## config.mk

```make
export PLATFORM = sky130hd
export DESIGN_NAME = dot3_da_mul
export DESIGN_NICKNAME = d
export VERILOG_FILES = /design/src/rtl/dot3_pkg.sv /design/src/rtl/dot3_tbl.sv /design/src/rtl/dot3_half.sv /design/src/rtl/dot3_seq.sv /design/src/rtl/dot3_da_mul.sv
export SDC_FILE = /design/constraint.sdc
export NUM_CORES = 1
export LEC_CHECK = 0
export BUFFER_PORTS_ARGS = -buffer_cell sky130_fd_sc_hd__clkbuf_2
export CAP_MARGIN = 20
export CORE_MARGIN = 2
export CORE_UTILIZATION = 30
export CTS_CLUSTER_SIZE = 24
export DETAILED_ROUTE_END_ITERATION = 8
export PLACE_DENSITY = 0.55
export SYNTH_ARGS = -nofsm -noshare
export SYNTH_HDL_FRONTEND = slang
export SYNTH_SLANG_ARGS = --single-unit
export TNS_END_PERCENT = 50
```

## constraint.sdc

```tcl
create_clock -name clk -period 9.8 [get_ports clk]
set_input_delay 0.49 -clock clk [delete_from_list [all_inputs] [get_ports clk]]
set_output_delay 0.49 -clock clk [all_outputs]
set_load 0.01 [all_outputs]
```

## src/rtl/dot3_pkg.sv

```systemverilog
package dot3_pkg;

  // Sequencer phase: idle, low nibble pass, high nibble pass
  typedef enum logic [1:0] {
    PH_IDLE = 2'd0,
    PH_LO   = 2'd1,
    PH_HI   = 2'd2
  } phase_e;

  // Table address for one bit weight: operand 1 is the most significant bit
  function automatic logic [2:0] slice_addr(input logic b1, input logic b2, input logic b3);
    return {b1, b2, b3};
  endfunction

endpackage

```

## src/rtl/dot3_tbl.sv

```systemverilog
module dot3_tbl #(
  parameter int TBLW = 10,
  parameter int NRD  = 4
) (
  input  logic              clk,
  input  logic              rst_n,
  input  logic              we,
  input  logic [2:0]        waddr,
  input  logic [TBLW-1:0]   wdata,
  input  logic [NRD*3-1:0]  raddr,
  output logic [NRD*TBLW-1:0] rdata
);
  localparam int DEPTH = 8;

  logic [TBLW-1:0] mem [DEPTH];

  always_ff @(posedge clk or negedge rst_n) begin
    if (!rst_n) begin
      for (int i = 0; i < DEPTH; i++) mem[i] <= '0;
    end else if (we) begin
      mem[waddr] <= wdata;
    end
  end

  genvar g;
  generate
    for (g = 0; g < NRD; g++) begin : g_rd
      assign rdata[g*TBLW +: TBLW] = mem[raddr[g*3 +: 3]];
    end
  endgenerate


  tbl_write_chk: assert property (@(posedge clk) disable iff (!rst_n)
    we |=> (mem[$past(waddr)] == $past(wdata)));

endmodule

```

## src/rtl/dot3_half.sv

```systemverilog
module dot3_half #(
  parameter int TBLW = 10,
  parameter int NSL  = 4,
  parameter int HW   = TBLW + NSL
) (
  input  logic [NSL*TBLW-1:0] tdata,
  output logic [HW-1:0]       hsum
);
  localparam int NP = NSL / 2;
  localparam int PW = TBLW + 2;

  logic [PW-1:0] pr [NP];

  // x1/x2 stage: pair adjacent weights
  genvar g;
  generate
    for (g = 0; g < NP; g++) begin : g_pair
      assign pr[g] = PW'(tdata[(2*g)*TBLW +: TBLW])
                   + (PW'(tdata[(2*g+1)*TBLW +: TBLW]) << 1);
    end
  endgenerate

  // x4 stage: combine pairs
  always_comb begin
    hsum = '0;
    for (int i = 0; i < NP; i++) hsum = hsum + (HW'(pr[i]) << (2*i));
  end

endmodule

```

## src/rtl/dot3_seq.sv

```systemverilog
module dot3_seq
  import dot3_pkg::*;
(
  input  logic clk,
  input  logic rst_n,
  input  logic in_valid,
  output logic accept,
  output logic lo_step,
  output logic hi_step
);
  phase_e phase;

  assign lo_step = (phase == PH_LO);
  assign hi_step = (phase == PH_HI);
  assign accept  = in_valid && !lo_step;

  always_ff @(posedge clk or negedge rst_n) begin
    if (!rst_n)       phase <= PH_IDLE;
    else if (accept)  phase <= PH_LO;
    else if (lo_step) phase <= PH_HI;
    else              phase <= PH_IDLE;
  end


  accept_gap_chk: assert property (@(posedge clk) disable iff (!rst_n)
    accept |=> !accept);


  lo_then_hi_chk: assert property (@(posedge clk) disable iff (!rst_n)
    lo_step |=> hi_step);


  accept_lo_chk: assert property (@(posedge clk) disable iff (!rst_n)
    accept |=> lo_step);

endmodule

```

## src/rtl/dot3_da_mul.sv

```systemverilog
module dot3_da_mul
  import dot3_pkg::*;
#(
  parameter int OPW   = 8,
  parameter int COEFW = 8,
  parameter int RESW  = 16,
  parameter int TBLW  = COEFW + 2
) (
  input  logic            clk,
  input  logic            rst_n,
  input  logic            tbl_we,
  input  logic [2:0]      tbl_addr,
  input  logic [TBLW-1:0] tbl_data,
  input  logic            in_valid,
  input  logic [OPW-1:0]  in_a1,
  input  logic [OPW-1:0]  in_a2,
  input  logic [OPW-1:0]  in_a3,
  output logic            out_valid,
  output logic [RESW-1:0] out_res
);
  localparam int NSL   = OPW / 2;
  localparam int HW    = TBLW + NSL;
  localparam int FULLW = HW + NSL;

  logic accept, lo_step, hi_step;
  logic [OPW-1:0] op1, op2, op3;
  logic [NSL*3-1:0]    raddr;
  logic [NSL*TBLW-1:0] rdata;
  logic [HW-1:0] hsum;
  logic [HW-1:0] lo_keep;
  logic [FULLW-1:0] full_sum;

  dot3_seq u_seq (
    .clk(clk), .rst_n(rst_n), .in_valid(in_valid),
    .accept(accept), .lo_step(lo_step), .hi_step(hi_step)
  );

  always_ff @(posedge clk or negedge rst_n) begin
    if (!rst_n) begin
      op1 <= '0; op2 <= '0; op3 <= '0;
    end else if (accept) begin
      op1 <= in_a1; op2 <= in_a2; op3 <= in_a3;
    end
  end

  // Slice address per read port: low weight on the low pass, high on the high pass
  genvar g;
  generate
    for (g = 0; g < NSL; g++) begin : g_slice
      logic [2:0] a_lo, a_hi;
      assign a_lo = slice_addr(op1[g], op2[g], op3[g]);
      assign a_hi = slice_addr(op1[g+NSL], op2[g+NSL], op3[g+NSL]);
      assign raddr[g*3 +: 3] = hi_step ? a_hi : a_lo;
    end
  endgenerate

  dot3_tbl #(.TBLW(TBLW), .NRD(NSL)) u_tbl (
    .clk(clk), .rst_n(rst_n), .we(tbl_we), .waddr(tbl_addr), .wdata(tbl_data),
    .raddr(raddr), .rdata(rdata)
  );

  dot3_half #(.TBLW(TBLW), .NSL(NSL), .HW(HW)) u_half (
    .tdata(rdata), .hsum(hsum)
  );

  assign full_sum = FULLW'(lo_keep) + (FULLW'(hsum) << NSL);

  always_ff @(posedge clk or negedge rst_n) begin
    if (!rst_n) begin
      lo_keep   <= '0;
      out_valid <= 1'b0;
      out_res   <= '0;
    end else begin
      out_valid <= hi_step;
      if (lo_step) lo_keep <= hsum;
      if (hi_step) out_res <= full_sum[RESW-1:0];
    end
  end


  valid_follow_chk: assert property (@(posedge clk) disable iff (!rst_n)
    hi_step |=> out_valid);


  valid_pulse_chk: assert property (@(posedge clk) disable iff (!rst_n)
    out_valid |=> !out_valid);


  res_hold_chk: assert property (@(posedge clk) disable iff (!rst_n)
    !hi_step |=> $stable(out_res));


  op_hold_chk: assert property (@(posedge clk) disable iff (!rst_n)
    lo_step |=> ($stable(op1) && $stable(op2) && $stable(op3)));

endmodule

```

# Yosys cells after proc, flatten, opt, wreduce, memory -nomap -nowiden
# Index checks and enable logic that the tools add are counted.
[word_totals]
ff_bits = 137
out_inout_bits = 17
word_cells = 56
[op_classes]
n_addsub = 4
order_cmp = 6
n_eq_ne = 2
muxes = 21
bitwise = 5
reduce_logical = 3
[op_table]
columns = ["cell", "n"]
rows = [
  ["$bmux 10 s3", 4],
  ["$mux 10", 9],
  ["$bwmux 80", 1],
  ["$demux 10 s3", 1],
  ["$add 10x11->12", 2],
  ["$ge 4x4->1 const B", 5],
  ["$not 3->4", 5],
  ["$add 14x16->16", 1],
  ["$add 12x14->14", 1],
  ["$mux 3", 4],
  ["$lt 4x1->1 const B", 1],
  ["$mux 2", 2],
  ["$eq 2x1->1 const B", 1],
  ["$eq 2x2->1 const B", 1],
  ["$logic_and 1x1->1", 2],
  ["$logic_not 1->1", 1],
]

# Longest topological paths before layout
[depth]
ltp_word = 9
depth_mapped = 28

# Hierarchy
# Synthesis repeated with hierarchy kept, for this count alone.
[unflattened]
hier_cells = 665
area_unflattened_um2 = 9611.7
[by_module_without_submodules]
columns = ["module", "n_inst", "cells_each", "area_per_inst_um2", "seq_area_each_um2"]
rows = [
  ["dot3_tbl", 1, 315, 5710.5, 2001.9],
  ["dot3_da_mul", 1, 212, 2705.1, 1376.3],
  ["dot3_half", 1, 133, 1114.8, 0.0],
  ["dot3_seq", 1, 5, 81.3, 50.0],
]

# Worst setup path before layout
# OpenSTA, ideal clock, no wires.
[synth_path]
path_type = "reg-to-reg"
start = "register u_seq.phase[1]"
end = "register out_res[14]"
setup_ns = 0.130
arrival_ns = 5.418
required_ns = 9.670
path_slack_ns = 4.252
path_stages_with_launch = 23
synth_period_minus_slack_ns = 5.548
path_cell_list = "dfrtp_1 -> nand2b_4 -> buf_6 -> mux2i_4 -> buf_4 -> mux4_2 -> mux2_2 -> ha_1 -> inv_1 -> fa_1 -> fa_1 -> inv_1 -> ha_1 -> a21oi_1 -> o21ai_1 -> a21o_1 -> a21oi_1 -> xnor2_1 -> ha_1 -> and3_1 -> a221oi_1 -> xnor2_1 -> o21ai_1"
[synth_via]
elab_chain_len = 9
elab_cells_between_ends = 25
classes_between = "add/sub (4); eq/ne (1); mux (16); bitwise (4)"
[synth_lines]
columns = ["item", "line_no", "text"]
rows = [
  ["start, declared", "dot3_seq.sv:11", "phase_e phase;"],
  ["start signal, assigned", "dot3_seq.sv:18", "if (!rst_n) phase <= PH_IDLE;"],
  ["start signal, assigned", "dot3_seq.sv:19", "else if (accept) phase <= PH_LO;"],
  ["start signal, assigned", "dot3_seq.sv:20", "else if (lo_step) phase <= PH_HI;"],
  ["$eq 2x2->1 *", "dot3_seq.sv:14", "assign hi_step = (phase == PH_HI);"],
  ["$mux 3", "dot3_da_mul.sv:53", "assign raddr[g*3 +: 3] = hi_step ? a_hi : a_lo;"],
  ["$not 3->4 (implied by the code)", "dot3_tbl.sv:28", "assign rdata[g*TBLW +: TBLW] = mem[raddr[g*3 +: 3]];"],
  ["$bmux 10 s3", "dot3_tbl.sv:28", ""],
  ["$mux 10 (implied by the code) (2 in a row)", "dot3_tbl.sv:28", ""],
  ["$add 10x11->12", "dot3_half.sv:19", "+ (PW'(tdata[(2*g+1)*TBLW +: TBLW]) << 1);"],
  ["$add 12x14->14 *", "dot3_half.sv:26", "for (int i = 0; i < NP; i++) hsum = hsum + (HW'(pr[i]) << (2*i));"],
  ["via hsum[9]", "dot3_da_mul.sv:29", "logic [HW-1:0] hsum;"],
  ["$add 14x16->16 *", "dot3_da_mul.sv:66", "assign full_sum = FULLW'(lo_keep) + (FULLW'(hsum) << NSL);"],
  ["end signal, assigned", "dot3_da_mul.sv:76", "if (hi_step) out_res <= full_sum[RESW-1:0];"],
  ["end, declared", "dot3_da_mul.sv:19", "output logic [RESW-1:0] out_res"],
]
# Mark *: on every way through the listed nets, which the timed path passes. The rest lies on a longest branch. The select of a mux whose other input is x is not followed.
# A chain may end at the register's enable or synchronous reset.

# Final worst setup path
# Same ends and word-level chain as after synthesis.

==> results.sh <==
export IMPL_status="finished, final reports clean"
export IMPL_slew_viol_final=0
export IMPL_ys_warn_count=0
export IMPL_clk_pin_slew_worst_paths_ns=0.07
export IMPL_port_buffers=57
export IMPL_hold_viol_final=0
export IMPL_synthXorXnorAreaFrac_pct=2.18
export IMPL_drtIter0Drc=375
export IMPL_tightestPinTransition_ns=1.07
export IMPL_chipWidth_um=179
export IMPL_ys_seq_area_share_pct=37.3
export IMPL_synth_top_area_share_pct=37.3
export IMPL_r2r_start="u_seq.phase[1]"
export IMPL_synthArstFlopShare_pct=100
export IMPL_die_y_um=179
export IMPL_first_global_vias=6029
export IMPL_synth_compound_area_share_pct=5.12
export IMPL_cts_buffers=17
export IMPL_yosys_area_share_simple_pct=4.07
export IMPL_antenna_found_initial=0
export IMPL_tns_ns=0
export IMPL_crit_type="reg -> reg"
export IMPL_die_area_um2=32000
export IMPL_grt_busiest_layer="met2"
export IMPL_synthCells=673
export IMPL_max_clock_freq_mhz=151
export IMPL_ys_flop_type="dfrtp_1"
export IMPL_crit_path_start_kind="flop"
export IMPL_synth_edf_count=0
export IMPL_root_buffer="clkbuf_16"
export IMPL_crit_arrival_ns=6.90
export IMPL_initial_core_util_pct=30.3
export IMPL_maxCapViolCount=0
export IMPL_ff2ff_path_depth=22
export IMPL_nets=813
export IMPL_drc_errors=0
export IMPL_grt_usage_pct=14.7
export IMPL_grt_max_degree=82
export IMPL_path_max_fanout=41
export IMPL_core_um2=30300
export IMPL_cts_setup_buffers=0
export IMPL_vias_per_cell=5.22
export IMPL_yosys_register_bits=137
export IMPL_grt_pass1_wl_um=35400
export IMPL_routedWlPerCell_um=19.6
export IMPL_place_congestion=0.786
export IMPL_drtAntennaViolNets=0
export IMPL_synth_top_family_by_area="multiplexers"
export IMPL_antennaDiodeCount=0
export IMPL_yosys_top_cells_area="dfrtp_1, mux4_2, mux2_2"
export IMPL_synth_net_count=757
export IMPL_hold_buffers=0
export IMPL_reg2reg_to="out_res[14]"
export IMPL_required_ns=10.09
export IMPL_grt_met3_usage_pct=3.16
export IMPL_setup_violations=0
export IMPL_drive_above_1_share_pct=45.6
export IMPL_dp_hpwl_um=15300
export IMPL_wirelength_um=22300
export IMPL_synth_fa_ha_area_share_pct=6.76
export IMPL_yosys_area_top_type="dfrtp_1"
export IMPL_vias=5944
export IMPL_met2_usage_pct=24.0
export IMPL_synth_distinct_cells=52
export IMPL_relSlewSlack_pct=27.2
export IMPL_finalClockSkew_ns=0.0125
export IMPL_cts_max_path_buffers=2
export IMPL_rsz0062_at_grt="no"
export IMPL_rows=64
export IMPL_syn_cell_area_um2=9180
export IMPL_r2r_slack_ns=3.19
export IMPL_min_path_type="in -> async"
export IMPL_insertion_delay_ns=0.43
export IMPL_cts_resized=0
export IMPL_cts_max_level=4
export IMPL_synthMuxAreaShare_pct=41.4
export IMPL_period_needed_ns=6.61
export IMPL_min_period_over_period_pct=67.4
export IMPL_area_growth_pct=15.0
export IMPL_grt_overflow=0
export IMPL_drt_pass1_iterations=5
export IMPL_critPathCaptureType="flop"
export IMPL_met1_usage_pct=19.9
export IMPL_avgSynthCellArea_um2=13.6
export IMPL_tritoncts="yes"
export IMPL_clock_sinks=137
export IMPL_io_pins=58
cell usage after synthesis (2+ instances only):
library cell,instances
mux2_2,140
dfrtp_1,137
mux4_2,76
mux2i_1,40
ha_1,32
nand2_1,28
inv_1,25
o21ai_0,19
a21oi_1,17
nor2_1,15
xnor2_1,13
a21o_1,12
buf_2,12
clkbuf_1,12
fa_1,11
xor2_1,8
nand2b_1,6
nor2b_1,5
a211oi_1,4
o21a_1,4
o21ai_1,4
and3_1,3
buf_4,3
buf_6,3
mux2i_2,3
mux2i_4,3
nand3_1,3
nand4b_1,3
a41oi_1,2
buf_1,2
inv_2,2
nand4_1,2
nor3_1,2
nor3_2,2
nor3b_1,2
o21bai_1,2
registers in the layout (all words and copies together) (netlist names):
signal,count
u_tbl.mem,80
out_res,16
op3,8
lo_keep,14
op1,8
u_seq.phase,2
op2,8
out_valid,1
stage by stage:
step	worst slack, ns	instances	util [%]	area, um2	hold slack [ns]
after global routing	2.69	1138	34.8	10600	0.189
final	3.19	1138	34.8	10600	0.115
after global placement	3.32	1106	32.8	9940	0.471
after CTS	3.19	1138	34.8	10600	0.148
after floorplan	4.25	673	-	9180	0.194
after detailed placement	3.23	1106	32.8	9940	0.477
layout by cell type, fill, tap and decap left out, drive strengths merged, types with 17 or more instances in the layout:
master and instances:
ha 32, o21ai 23, dfrtp 137, clkbuf 76
mux4 76, mux2i 46, a21oi 17, mux2 140
nand2 28, inv 30
layer usage:
metal	wire (um)	part of all wire, %	vias up
met2	10900	49	141
li1	-	-	2692
met5	0	0	-
met1	10200	46	3094
met3	993	4.5	17
met4	211	0.95	0
cells by family (layout without fill, tap and decap cells):
| family | after synthesis | count (layout) |
|---|---|---|
| muxes | 262 | 262 |
| DFF | 137 | 137 |
| AOI/OAI and AO/OA | 74 | 74 |
| and+or+nand+nor | 74 | 74 |
| buffers and inverters | 61 | 130 |
| adders and majority gates | 43 | 43 |
| xor gates and xnor gates | 22 | 22 |
worst max-delay path: stages (launching register included):
cell and delay [ns]:
dfrtp_1 0.40, nand2b_4 0.52, mux2i_4 0.91, mux4_2 0.59
mux2_2 0.30, ha_1 0.28, a21oi_1 0.21, inv_1 0.06
a21oi_1 0.17, xor2_1 0.11, fa_1 0.56, inv_1 0.05
ha_1 0.34, nand2_1 0.08, o21ai_0 0.30, o21a_1 0.15
nor2_1 0.04, xnor2_1 0.25, ha_1 0.34, a21o_1 0.20
a221oi_1 0.33, xnor2_1 0.16, o21ai_1 0.07
layout make-up:
cell class                      count  area, um2
Clock buffer                       20        457
Clock inverter                     12        163
Fill cell                        2923      19800
Inverter                           27        101
Multi-Input combinational cell    475       5520
Sequential cell                   137       3430
Tap cell                          396        495
Timing Repair Buffer               71        397
how the worst max path moves through the flow:
stage                    from           to  slack (ns)  cells past startpoint
5_1_grt        u_seq.phase[1]  out_res[14]        2.69                     22
2_1_floorplan  u_seq.phase[1]  out_res[14]        4.25                     22
3_3_place_gp   u_seq.phase[1]  out_res[14]        3.32                     22
6_report       u_seq.phase[1]  out_res[14]        3.19                     22
3_5_place_dp   u_seq.phase[1]  out_res[14]        3.23                     22
4_1_cts        u_seq.phase[1]  out_res[14]        3.19                     22
Power is not shown: default switching activity piles up to over one toggle a cycle in this logic, so the estimate is an artifact.
